===== src/rtl/rps_pkg.sv =====
package rps_pkg;

   localparam int CUR_W = 18;

   typedef enum logic [3:0] {
      RS_OFF    = 4'd0,
      RS_XOSC   = 4'd1,
      RS_IDLE   = 4'd2,
      RS_RXCAL  = 4'd3,
      RS_LISTEN = 4'd4,
      RS_RXFRM  = 4'd5,
      RS_TXCAL  = 4'd6,
      RS_TXFRM  = 4'd7,
      RS_TXACK  = 4'd8
   } rstate_e;

   typedef enum logic [2:0] {
      CMD_NONE  = 3'd0,
      CMD_WAKE  = 3'd1,
      CMD_SLEEP = 3'd2,
      CMD_RX    = 3'd3,
      CMD_TX    = 3'd4,
      CMD_TXCCA = 3'd5,
      CMD_OFF   = 3'd6,
      CMD_RSVD  = 3'd7
   } rcmd_e;

   // currents in tenths of a microampere
   localparam logic [CUR_W-1:0] I_SLEEP  = CUR_W'(200);
   localparam logic [CUR_W-1:0] I_QUIET  = CUR_W'(4260);
   localparam logic [CUR_W-1:0] I_RXBUSY = CUR_W'(188000);

   function automatic logic [CUR_W-1:0] tx_current(input logic [2:0] lvl);
      logic [CUR_W-1:0] r;
      case (lvl)
         3'd0: r = CUR_W'(174000);
         3'd1: r = CUR_W'(165000);
         3'd2: r = CUR_W'(152000);
         3'd3: r = CUR_W'(139000);
         3'd4: r = CUR_W'(125000);
         3'd5: r = CUR_W'(112000);
         3'd6: r = CUR_W'(99000);
         default: r = CUR_W'(85000);
      endcase
      return r;
   endfunction

endpackage


===== src/rtl/rps_dwell_timer.sv =====
module rps_dwell_timer #(
   parameter int W = 12
) (
   input  logic         clk,
   input  logic         rst_n,
   input  logic         load,
   input  logic [W-1:0] load_val,
   output logic         expired
);

   if (W < 1) begin : g_bad_w
      $error("rps_dwell_timer: W must be at least 1");
   end

   logic [W-1:0] cnt;

   always_ff @(posedge clk) begin
      if (!rst_n)          cnt <= '0;
      else if (load)       cnt <= load_val;
      else if (cnt != '0)  cnt <= cnt - 1'b1;
   end

   assign expired = (cnt == '0);

   // dwell counts down by one per cycle once loaded
   assert_tmr_step_R3: assert property (@(posedge clk) disable iff (!rst_n)
      ($past(cnt) != '0 && !$past(load)) |-> (cnt == $past(cnt) - 1'b1));

endmodule


===== src/rtl/rps_current_lut.sv =====
module rps_current_lut import rps_pkg::*; #(
   parameter int SUPPLY_DV = 30,
   parameter int PWR_W     = 23
) (
   input  rstate_e          st,
   input  logic [2:0]       lvl,
   output logic [CUR_W-1:0] cur,
   output logic [PWR_W-1:0] pwr
);

   if (PWR_W < CUR_W + $clog2(SUPPLY_DV + 1)) begin : g_bad_pwr
      $error("rps_current_lut: PWR_W too narrow for current times supply");
   end
   if (SUPPLY_DV < 1) begin : g_bad_sup
      $error("rps_current_lut: SUPPLY_DV must be positive");
   end

   logic [CUR_W-1:0] tx_tab [8];

   for (genvar i = 0; i < 8; i++) begin : g_tab
      assign tx_tab[i] = tx_current(3'(i));
   end

   always_comb begin
      case (st)
         RS_OFF:                        cur = I_SLEEP;
         RS_XOSC, RS_IDLE, RS_LISTEN:   cur = I_QUIET;
         RS_RXCAL, RS_RXFRM:            cur = I_RXBUSY;
         RS_TXCAL, RS_TXFRM, RS_TXACK:  cur = tx_tab[lvl];
         default:                       cur = I_SLEEP;
      endcase
   end

   assign pwr = PWR_W'(cur) * PWR_W'(SUPPLY_DV);

endmodule


===== src/rtl/rps_energy_acc.sv =====
module rps_energy_acc #(
   parameter int ACC_W    = 48,
   parameter int IN_W     = 18,
   parameter bit SATURATE = 1'b1
) (
   input  logic             clk,
   input  logic             rst_n,
   input  logic             clr,
   input  logic [IN_W-1:0]  add,
   output logic [ACC_W-1:0] acc
);

   if (ACC_W <= IN_W) begin : g_bad_acc
      $error("rps_energy_acc: ACC_W must exceed IN_W");
   end

   logic [ACC_W:0] sum;
   assign sum = {1'b0, acc} + (ACC_W+1)'(add);

   if (SATURATE) begin : g_sat
      always_ff @(posedge clk) begin
         if (!rst_n)         acc <= '0;
         else if (clr)       acc <= '0;
         else if (sum[ACC_W]) acc <= '1;
         else                acc <= sum[ACC_W-1:0];
      end

      // a full total stays full until cleared
      assert_acc_hold_R12: assert property (@(posedge clk) disable iff (!rst_n)
         ($past(acc) == '1 && !$past(clr)) |-> (acc == '1));

      // never decreases except through clear
      assert_acc_monotonic_R12: assert property (@(posedge clk) disable iff (!rst_n)
         !$past(clr) |-> (acc >= $past(acc)));
   end else begin : g_wrap
      always_ff @(posedge clk) begin
         if (!rst_n)   acc <= '0;
         else if (clr) acc <= '0;
         else          acc <= sum[ACC_W-1:0];
      end
   end

   // clear wins over accumulation
   assert_acc_clear_R12: assert property (@(posedge clk) disable iff (!rst_n)
      $past(clr) |-> (acc == '0));

endmodule


===== src/rtl/rf_power_seq.sv =====
module rf_power_seq import rps_pkg::*; #(
   parameter int CYC_PER_BIT   = 4,
   parameter int BITS_PER_SYM  = 4,
   parameter int XOSC_CYC      = 250000,
   parameter int LEN_W         = 7,
   parameter int ACC_W         = 48,
   parameter int SUPPLY_DV     = 30,
   parameter int CAL_SYMS      = 12,
   parameter int TX_OVH_BYTES  = 6,
   parameter int ACK_BYTES     = 11,
   parameter bit ENERGY_SAT    = 1'b1,
   localparam int PWR_W        = CUR_W + $clog2(SUPPLY_DV + 1)
) (
   input  logic             clk,
   input  logic             rst_n,
   input  logic [2:0]       cmd,
   input  logic             xosc_stable,
   input  logic             cca_clear,
   input  logic [LEN_W-1:0] frame_len,
   input  logic [2:0]       pwr_level,
   input  logic             rx_start,
   input  logic             rx_end,
   input  logic             rx_ack_req,
   input  logic             rx_addr_fail,
   input  logic             energy_clr,
   output logic [3:0]       state_o,
   output logic [CUR_W-1:0] cur_code,
   output logic [PWR_W-1:0] pwr_code,
   output logic [ACC_W-1:0] energy,
   output logic             cmd_err
);

   localparam int CAL_CYC = CAL_SYMS * BITS_PER_SYM * CYC_PER_BIT;
   localparam int ACK_CYC = ACK_BYTES * 8 * CYC_PER_BIT;
   localparam int FRM_MAX = ((1 << LEN_W) - 1 + TX_OVH_BYTES) * 8 * CYC_PER_BIT;
   localparam int D_A     = (CAL_CYC > ACK_CYC) ? CAL_CYC : ACK_CYC;
   localparam int D_B     = (D_A > FRM_MAX) ? D_A : FRM_MAX;
   localparam int D_MAX   = (D_B > XOSC_CYC) ? D_B : XOSC_CYC;
   localparam int TMR_W   = $clog2(D_MAX + 1);

   if (CYC_PER_BIT < 1 || BITS_PER_SYM < 1) begin : g_bad_rate
      $error("rf_power_seq: bit and symbol periods must be positive");
   end
   if (XOSC_CYC < 1 || CAL_SYMS < 1 || ACK_BYTES < 1) begin : g_bad_dwell
      $error("rf_power_seq: dwell counts must be positive");
   end
   if (LEN_W < 1 || LEN_W > 16) begin : g_bad_len
      $error("rf_power_seq: LEN_W out of range");
   end

   rstate_e          st, nxt;
   logic             illegal;
   logic             tmr_done;
   logic             tmr_load;
   logic [TMR_W-1:0] tmr_val;
   logic [LEN_W-1:0] len_q;
   logic [2:0]       lvl_q;
   rcmd_e            c;

   assign c = rcmd_e'(cmd);

   // next-state: events and dwell expiry first, a legal command overrides
   always_comb begin
      nxt     = st;
      illegal = 1'b0;
      case (st)
         RS_XOSC:   if (tmr_done || xosc_stable) nxt = RS_IDLE;
         RS_RXCAL:  if (tmr_done) nxt = RS_LISTEN;
         RS_LISTEN: if (rx_start) nxt = RS_RXFRM;
         RS_RXFRM: begin
            if (rx_addr_fail)               nxt = RS_LISTEN;
            else if (rx_end && rx_ack_req)  nxt = RS_TXACK;
            else if (rx_end)                nxt = RS_LISTEN;
         end
         RS_TXCAL:  if (tmr_done) nxt = RS_TXFRM;
         RS_TXFRM, RS_TXACK: if (tmr_done) nxt = RS_LISTEN;
         default: ;
      endcase

      case (c)
         CMD_NONE: ;
         CMD_WAKE: begin
            if (st == RS_OFF) nxt = RS_XOSC;
            else              illegal = 1'b1;
         end
         CMD_SLEEP: begin
            if (st == RS_IDLE) nxt = RS_OFF;
            else               illegal = 1'b1;
         end
         CMD_RX: begin
            if (st == RS_IDLE) nxt = RS_RXCAL;
            else               illegal = 1'b1;
         end
         CMD_TX: begin
            if (st == RS_IDLE || st == RS_LISTEN) nxt = RS_TXCAL;
            else                                  illegal = 1'b1;
         end
         CMD_TXCCA: begin
            if (st == RS_LISTEN) begin
               if (cca_clear) nxt = RS_TXCAL;
            end else begin
               illegal = 1'b1;
            end
         end
         CMD_OFF: begin
            if (st == RS_OFF) illegal = 1'b1;
            else              nxt = RS_IDLE;
         end
         default: illegal = 1'b1;
      endcase
   end

   // dwell length for the state being entered
   always_comb begin
      case (nxt)
         RS_XOSC:            tmr_val = TMR_W'(XOSC_CYC - 1);
         RS_RXCAL, RS_TXCAL: tmr_val = TMR_W'(CAL_CYC - 1);
         RS_TXFRM:           tmr_val = TMR_W'((32'(len_q) + TX_OVH_BYTES) * 8 * CYC_PER_BIT - 1);
         RS_TXACK:           tmr_val = TMR_W'(ACK_CYC - 1);
         default:            tmr_val = '0;
      endcase
   end

   assign tmr_load = (nxt != st);

   always_ff @(posedge clk) begin
      if (!rst_n) begin
         st      <= RS_OFF;
         cmd_err <= 1'b0;
         len_q   <= '0;
         lvl_q   <= '0;
      end else begin
         st      <= nxt;
         cmd_err <= illegal;
         if (nxt == RS_TXCAL && st != RS_TXCAL) begin
            len_q <= frame_len;
            lvl_q <= pwr_level;
         end
         if (nxt == RS_TXACK && st != RS_TXACK) lvl_q <= pwr_level;
      end
   end

   rps_dwell_timer #(.W(TMR_W)) u_timer (
      .clk      (clk),
      .rst_n    (rst_n),
      .load     (tmr_load),
      .load_val (tmr_val),
      .expired  (tmr_done)
   );

   rps_current_lut #(.SUPPLY_DV(SUPPLY_DV), .PWR_W(PWR_W)) u_lut (
      .st  (st),
      .lvl (lvl_q),
      .cur (cur_code),
      .pwr (pwr_code)
   );

   rps_energy_acc #(.ACC_W(ACC_W), .IN_W(CUR_W), .SATURATE(ENERGY_SAT)) u_acc (
      .clk   (clk),
      .rst_n (rst_n),
      .clr   (energy_clr),
      .add   (cur_code),
      .acc   (energy)
   );

   assign state_o = st;

   // leaving power-down only ever goes to start-up
   assert_off_exit_R2: assert property (@(posedge clk) disable iff (!rst_n)
      ($past(st) == RS_OFF && st != RS_OFF) |-> (st == RS_XOSC));

   // frame transmit ends in listening, or idle when forced off
   assert_txfrm_exit_R4: assert property (@(posedge clk) disable iff (!rst_n)
      ($past(st) == RS_TXFRM && st != RS_TXFRM) |-> (st == RS_LISTEN || st == RS_IDLE));

   // acknowledge transmit is reached only from frame receive
   assert_ack_entry_R5: assert property (@(posedge clk) disable iff (!rst_n)
      ($past(st) != RS_TXACK && st == RS_TXACK) |-> ($past(st) == RS_RXFRM));

   // off outside power-down lands in idle
   assert_off_cmd_R6: assert property (@(posedge clk) disable iff (!rst_n)
      ($past(cmd) == 3'(CMD_OFF) && $past(st) != RS_OFF) |-> (st == RS_IDLE));

   // error pulse always follows a nonzero command
   assert_err_source_R8: assert property (@(posedge clk) disable iff (!rst_n)
      cmd_err |-> ($past(cmd) != 3'd0));

endmodule


===== config.mk =====
export PLATFORM = sky130hd
export DESIGN_NAME = rf_power_seq
export DESIGN_NICKNAME = d
export VERILOG_FILES = /design/src/rtl/rps_pkg.sv /design/src/rtl/rps_dwell_timer.sv /design/src/rtl/rps_current_lut.sv /design/src/rtl/rps_energy_acc.sv /design/src/rtl/rf_power_seq.sv
export SDC_FILE = /design/constraint.sdc
export NUM_CORES = 1
export LEC_CHECK = 0
export ABC_AREA = 0
export BUFFER_PORTS_ARGS = -buffer_cell sky130_fd_sc_hd__buf_2
export CORE_UTILIZATION = 30
export DETAILED_ROUTE_END_ITERATION = 8
export PLACE_DENSITY_LB_ADDON = 0.2
export SLEW_MARGIN = 15
export SYNTH_ARGS = -nofsm -noshare
export SYNTH_HDL_FRONTEND = slang
export SYNTH_SLANG_ARGS = --single-unit

===== constraint.sdc =====
create_clock -name clk -period 5.5 [get_ports clk]
set_input_delay 1.1 -clock clk [delete_from_list [all_inputs] [get_ports clk]]
set_output_delay 1.1 -clock clk [all_outputs]
set_load 0.005 [all_outputs]

==> summary.md, run 1 <==
| Metric | Value |
|---|---|
| Post-DR wirelength/cell | `13.9 um` |
| Via total after detailed routing | `6007` |
| Critical path type | `reg -> out` |
| Rows | `54` |
| Later-pin clock latency in the skew report | `0.35 ns` |
| CTS buffer count | `9` |
| Vias per cell | `4.83` |
| Clk buf depth | `2` |
| Post-DP HPWL | `13.0 mm` |
| ANT nets after route | `0` |
| Num Clock Sinks | `80` |
| CTS tree | `built` |
| CP required | `4.40 ns` |
| Post-synth top area cell | `dfxtp_1` |
| Count leader, synth | `a21oi_1` |
| GP Congestion | `0.835` |
| PD cells | `326 nW/um^2` |
| Crit share post-route | `99.2%` |
| 1st-iter DRT viols | `234` |
| Remaining Overflow, GRT | `0` |
| Yosys top cell area share | `24.1%` |
| Post-synth cell types | `64` |
| Mapped Cells | `826` |
| Fin area | `8360 um^2` |
| Layout cell share with drive strength beyond 1 | `24.8%` |
| Initial antenna violation count | `0` |
| Max_cap viols | `0` |
| First-pass GRT wire length | `28.1 mm` |
| Final #Nets | `1061` |
| Dpl cells | `1211` |
| Syn Std Cell Area | `6640 um^2` |
| Number of flops mapped to enable cells by yosys | `0` |
| Least-Margin Pin Slew | `1.02 ns` |
| Vias in the first global route | `5679` |
| Met1 WL | `8.49 mm` |
| Lkg Pwr | `3.81 nW` |
| Post-synthesis compound-gate area fraction | `18.1%` |
| Mux cell area share after synthesis | `1.53%` |
| Met3 wire len | `647 um` |
| Max_slew headroom | `32.0%` |
| WP data arrival | `4.36 ns` |
| Worst Hold Class | `reg -> reg` |
| Final setup viols | `0` |
| Die Y | `151 um` |
| Worst setup EP type | `output pin` |
| RSZ-0062 raised after global routing | `yes` |
| CTS HTree Levels | `3` |
| Metal2 WL | `7.81 mm` |
| All-layer global routing usage | `15.6%` |
| Fmax | `183 MHz` |
| Initial Utilization | `30.5%` |
| CTS root buf | `clkbuf_16` |
| Die Footprint | `22700 um^2` |
| Syn-to-layout area delta | `26.0%` |
| Average size of a mapped cell | `8.04 um^2` |
| Startpoint types | `flop` |
| Worst-path maximum fanout | `6` |
| Clock transition at the registers of the reported paths | `0.07 ns` |
| Io pins | `116` |
| Max Used Layer | `met4` |
| Xor/xnor cell area share of the yosys netlist | `10.0%` |
| Die width | `151 um` |
| Slew Viols, Final | `0` |
| Outcome | `completed` |
| Post-layout instance count excluding filler cells | `1244` |
| Fraction of registers with async set/reset | `0%` |
| Top cells by count, synth | `83 x a21oi_1, 80 x dfxtp_1, 71 x nor2_1` |
| Min cycle time layout | `5.46 ns` |
| Post-Synth Adder-Cell Area | `18.5%` |
| Hold slack | `0.461 ns` |
| Synth Area in Simple Gates | `20.8%` |
| Synth top area cells | `dfxtp_1 24%, ha_1 9.4%, fa_1 9.0%` |
| Seq cells post-synth | `80` |
| Total wire length | `17.2 mm` |
| Port Buf Inserts | `110` |
| Max VDD drop | `153 uV` |
| Hold buffers post-CTS | `0` |
| Drt pass-1 iters | `4` |
| Worst clock skew | `0.0119 ns` |
| Post-synthesis sequential area ratio | `24.1%` |
| Drt drc | `0` |
| CORE AREA | `21800 um^2` |
| Tot Pwr | `2.72 mW` |
| Final hold vios | `0` |
| Largest net degree at the start of global routing | `48` |
| Post-synth top flop | `dfxtp_1` |
| Antenna Cells | `0` |
| Yosys warnings | `0` |
| Util after Layout | `38.4%` |
| Area of placed instances | `7670 um^2` |
| Largest family of logic cells by synthesized area | `simple AND/OR/NAND/NOR gates` |
-- what timing repair did --
action                                  CTS  global route
endpoints found under the setup margin    5             8
resized for setup                        29            29
buffers inserted                          7             9
pin swaps                                 6            17
-- path summary, 6_finish.rpt --
kind                startpoint             to  slack, ns  depth (start not counted)
hold / removal    u_acc.acc[0]   u_acc.acc[0]       0.46                          2
setup / recovery    state_o[2]   pwr_code[21]       0.04                         17
hold reg to reg   u_acc.acc[0]   u_acc.acc[0]       0.46                          2
setup reg to reg    state_o[2]  u_acc.acc[39]       1.01                         17
-- per-stage QoR --
stage                     setup TNS [ns]  setup slack (ns)
after global placement                 0            0.0973
final                                  0            0.0431
after global routing              -0.568            -0.171
after floorplan                        0            0.0175
after CTS                              0           0.00180
after detailed placement               0           0.00644
-- worst max-delay path, stage by stage (launching register included) --
cell      delay [ns]
dfxtp_4         0.38
nor4b_4         0.33
a21oi_1         0.10
o21a_2          0.26
buf_4           0.14
fa_1            0.52
fa_1            0.42
ha_1            0.31
nor2b_1         0.13
o21a_1          0.18
o21ai_2         0.16
a21boi_2        0.09
a21oi_2         0.17
a21oi_2         0.09
a211o_1         0.29
a21oi_2         0.16
xnor2_1         0.12
buf_2           0.12
-- registers in the layout (all words and copies together), names as in the netlist --
name         cells
len_q            7
state_o          4
u_timer.cnt     18
lvl_q            3
cmd_err          1
u_acc.acc       47
-- cell type report --
class                           instances  area (um^2)
Multi-Input combinational cell        639         4800
Clock buffer                           12          267
Inverter                               69          262
Tap cell                              280          350
Fill cell                            2274        13400
Sequential cell                        80         1620
Clock inverter                          4         98.8
Timing Repair Buffer                  160          966
-- cells in the final DEF (no fill, tap or decap), types with 5 or more instances in the layout --
cell type,Yosys,routed
nand2b_1,9,8
nand2_1,60,58
o211ai_1,5,5
o21ai_0,25,21
nor2_2,0,5
a21oi_1,83,77
nand3_1,32,32
o31ai_1,6,6
a21o_1,9,9
o21a_1,8,6
nor3_1,22,19
a31oi_1,9,7
xnor2_1,41,41
a211oi_1,12,11
and2_1,5,5
inv_1,68,60
inv_2,1,8
ha_1,50,45
a21oi_2,0,5
or3_1,15,15
buf_2,2,110
clkbuf_16,0,9
dfxtp_1,80,74
nor2b_1,7,6
nand4_1,8,8
nor2_1,71,65
nor4_1,5,5
and3_1,14,14
buf_4,8,46
conb_1,1,5
mux2i_1,9,9
fa_1,30,29
o21ai_1,6,8
xor2_1,35,34
-- layer usage --
metal,GRT usage [%],vias to the layer above
met1,21.0,2773
met3,2.18,19
li1,-,3119
met4,6.20,0
met2,25.0,96
met5,0,-
-- report_power, final --
part	switching, mW	internal, mW	leakage, nW	total (mW)
clock network	0.253	0.482	0.179	0.735
registers	0.0607	0.647	0.652	0.707
logic	0.685	0.597	2.98	1.28
-- cell families after synthesis --
| group | after synthesis |
|---|---|
| compound gates | 192 |
| flops | 80 |
| buf+inv | 111 |
| fa+ha+maj | 80 |
| xor+xnor | 76 |
| other cells | 1 |
| mux | 10 |
| simple gates | 276 |
Note: power is estimated with default switching activity, not from simulation.
==> run 2: changes to the inputs <==
Settings changed: CTS_BUF_LIST from default to sky130_fd_sc_hd__clkbuf_4 sky130_fd_sc_hd__clkbuf_8, SYNTH_HIERARCHICAL from default to 1.
==> run 2 against run 1 <==
Against the previous run:
- utilization is 1.1 points lower
- wire length is 19% higher
- register-to-register slack better by 0.13 ns
- critical endpoint is now pwr_code[22]
- worst setup slack better by 0.046 ns
- combinational power is 33% lower
- critical path depth is 1 lower
==> summary.md, run 2 <==
| Metric | Value |
|---|---|
| Outcome | `completed` |
| Worst slack, placed | `-0.0788 ns (-0.0853 ns)` |
| WP data arrival | `4.31 ns (-0.05 ns)` |
| Clk buf depth | `2 (unchanged)` |
| Io pins | `116 (unchanged)` |
| Max VDD drop | `191 uV (+25%)` |
| RSZ-0062 raised after global routing | `yes` |
| Post-DP HPWL | `15.3 mm (+17%)` |
| Post-DR wirelength/cell | `14.9 um (+7.5%)` |
| Seq cells post-synth | `81 (+1.3%)` |
| Register name with the most flops | `u_acc/acc` |
| Yosys top cell area share | `22.0% (-2.1 points)` |
| Top cells by count, synth | `92 x nand2_1, 81 x a21oi_1, 81 x dfxtp_1` |
| Hold Startpoint | `len_q[2]` |
| Hold-critical path endpoint | `len_q[2]` |
| Tot Pwr | `2.13 mW (-22%)` |
| Die width | `159 um (+5.3%)` |
| Max Used Layer | `met4` |
| Max reg flops | `48 (+2.1%)` |
| Count leader, synth | `nand2_1` |
| Largest net degree at the start of global routing | `49 (+2.1%)` |
| Worst hold path depth | `2 (unchanged)` |
| Worst clock skew | `0.0120 ns (+0.0000554 ns)` |
| Die Y | `159 um (+5.3%)` |
| Worst setup EP type | `output pin` |
| Num Clock Sinks | `81 (+1.3%)` |
| Met1 WL | `9.81 mm (+16%)` |
| PD cells | `235 nW/um^2 (-28%)` |
| Critical path type | `reg -> out` |
| Crit share post-route | `98.4% (-0.83 points)` |
| Final hold vios | `0 (unchanged)` |
| CP required | `4.40 ns (about the same)` |
| Met3 wire len | `512 um (-21%)` |
| Post-synth top area cell | `dfxtp_1` |
| Slew Viols, Final | `0 (unchanged)` |
| First-pass GRT wire length | `33.9 mm (+21%)` |
| Worst Hold Class | `reg -> reg` |
| Vias per cell | `5.03 (+4.1%)` |
| Commonest cells after routing, fill and taps aside | `110 x buf_2, 84 x nand2_1, 76 x a21oi_1` |
| Post-synthesis sequential area ratio | `22.0% (-2.1 points)` |
| Final setup viols | `0 (unchanged)` |
| Rows | `57 (+5.6%)` |
| CTS tree | `built` |
| CORE AREA | `24200 um^2 (+11%)` |
| Syn Std Cell Area | `7370 um^2 (+11%)` |
| FILL cells | `2561 (+13%)` |
| Final #Nets | `1153 (+8.7%)` |
| Max_cap viols | `0 (unchanged)` |
| Metal2 WL | `9.82 mm (+26%)` |
| Remaining Overflow, GRT | `0 (unchanged)` |
| Commonest non-fill, non-tap cell in the layout | `buf_2` |
| CTS root buf | `clkbuf_8` |
| Later-pin clock latency in the skew report | `0.37 ns (+0.02 ns)` |
| Least-Margin Pin Slew | `0.845 ns (-0.175 ns)` |
| Post-synth cell types | `89 (+39%)` |
| Reg2reg start | `u_timer/cnt[0]` |
| Max_slew headroom | `42.9% (+11 points)` |
| CTS HTree Levels | `3 (unchanged)` |
| Synth top area cells | `dfxtp_1 22%, ha_1 8.8%, fa_1 8.1%` |
| Drt pass-1 iters | `5 (+1)` |
| Post-layout instance count excluding filler cells | `1378 (+11%)` |
| Lkg Pwr | `3.99 nW (+4.9%)` |
| Syn-to-layout area delta | `22.6%` |
| Port Buf Inserts | `110 (unchanged)` |
| Via total after detailed routing | `6925 (+15%)` |
| Clock transition at the registers of the reported paths | `0.08 ns (about the same)` |
| Worst-path maximum fanout | `5 (-1)` |
| Initial antenna violation count | `0 (unchanged)` |
| Worst r2r dst | `u_timer/cnt[10]` |
| Reg-to-reg setup timing slack | `1.14 ns (+0.13 ns)` |
| Util after Layout | `37.4% (-1.1 points)` |
| Initial Utilization | `30.5% (about the same)` |
| PnR worst setup slack | `0.0886 ns (+0.0455 ns)` |
| Startpoint types | `flop` |
| ANT nets after route | `0 (unchanged)` |
| CTS buffer count | `9 (unchanged)` |
| Hold buffers post-CTS | `0 (unchanged)` |
| Mapped Cells | `924 (+12%)` |
| Die Footprint | `25200 um^2 (+11%)` |
| Layout cell share with drive strength beyond 1 | `25.5% (+0.73 points)` |
| GP Congestion | `0.828 (-0.78%)` |
| Total wire length | `20.5 mm (+19%)` |
| Fraction of registers with async set/reset | `0% (unchanged)` |
| 1st-iter DRT viols | `380 (+62%)` |
| Average size of a mapped cell | `7.98 um^2 (-0.71%)` |
| Dpl cells | `1344 (+11%)` |
| Yosys warnings | `6 (+6)` |
| All-layer global routing usage | `16.3% (+0.69 points)` |
| Post-synth top flop | `dfxtp_1` |
| Antenna Cells | `0 (unchanged)` |
| Regs by FF count | `u_acc/acc: 48 flops, u_timer/cnt: 18 flops, len_q: 7 flops` |
| Vias in the first global route | `6713 (+18%)` |
| Drt drc | `0 (unchanged)` |
| Number of flops mapped to enable cells by yosys | `0 (unchanged)` |
| Fmax | `185 MHz (+0.84%)` |
| Min cycle time layout | `5.41 ns (-0.0455 ns)` |
| Reg2reg path depth | `16 (-1)` |
-- run 2: cell types whose count changed in the layout (fill, tap and decap cells not counted), moves of 10 or more --
cell | previous run | this run
o21ai_0 | 21 | 48
nand2_1 | 58 | 84
nor2_1 | 65 | 46
a31oi_1 | 7 | 24
ha_4 | 2 | 12
-- run 2: where the power goes --
part / switching [mW] / leakage (nW) / total, mW / internal, mW
clock network: 0.234 / 0.126 / 0.546 / 0.312
logic: 0.460 / 3.20 / 0.861 / 0.401
registers: 0.0695 / 0.661 / 0.720 / 0.650
-- run 2: cell families (layout without fill, tap and decap cells) --
family                     count (synthesis)  in the layout  share of synthesized area [%]
and+or+nand+nor                          319            319                           23.6
AOI/OAI and AO/OA                        251            251                           21.9
buffers and inverters                    123            249                           7.43
adders and majority gates                 82             82                           17.0
DFF                                       81             81                           22.0
xor gates and xnor gates                  64             64                           7.60
muxes                                      3              3                          0.424
other                                      1              5                         0.0509
-- run 2: through the flow --
| step | instance area [um^2] | setup TNS, ns | hold slack [ns] |
|---|---|---|---|
| after floorplan | 7390 | 0 | 0.446 |
| after global placement | 8290 | -0.0439 | 0.459 |
| after detailed placement | 8290 | -0.0788 | 0.470 |
| after CTS | 8750 | 0 | 0.473 |
| after global routing | 9030 | -0.0752 | 0.502 |
| final | 9030 | 0 | 0.474 |
-- run 2: final cells by class --
| type | instances | area, um^2 | share of cell area (%) |
|---|---|---|---|
| multi-input combinational | 724 | 5570 | 61.6 |
| sequential | 81 | 1640 | 18.1 |
| timing repair buffer | 153 | 881 | 9.75 |
| tap | 324 | 405 | 4.49 |
| inverter | 80 | 302 | 3.34 |
| clock buffer | 10 | 138 | 1.52 |
| clock inverter | 6 | 105 | 1.16 |
-- run 2: layer usage --
metal | track usage (%) | vias up
met2 | 27.4 | 124
met5 | 0 | -
met4 | 5.96 | 0
li1 | - | 3528
met1 | 21.6 | 3251
met3 | 1.44 | 22
-- run 2: how the worst max path moves through the flow --
stage,from,to,slack (ns),depth (start not counted)
global placement,state_o[2],pwr_code[22],-0.04,17
CTS,lvl_q[1],pwr_code[22],0.004,18
detailed placement,state_o[2],pwr_code[22],-0.08,17
global route,state_o[2],pwr_code[22],-0.06,18
floorplan,lvl_q[0],pwr_code[16],0.03,18
finish,state_o[2],pwr_code[22],0.09,16
-- run 2: critical path, stage by stage (launching register included) --
cell	delay, ns
dfxtp_4	0.38
or2_2	0.30
a211o_1	0.30
buf_6	0.15
nand2_4	0.08
a21oi_4	0.07
fa_1	0.50
fa_1	0.51
inv_1	0.06
ha_4	0.26
and3_4	0.20
nand4_1	0.12
a21oi_2	0.23
o21ai_2	0.09
a32o_1	0.26
a221o_1	0.31
buf_2	0.13
-- run 2: timing repair --
| item | in CTS | in global routing |
|---|---|---|
| pin swaps | 3 | 37 |
| setup endpoints to repair | 8 | 8 |
| hold endpoints to repair | 0 | 0 |
| gates cloned | 0 | 0 |
| gates resized for setup | 36 | 44 |
| buffers inserted | 4 | 14 |
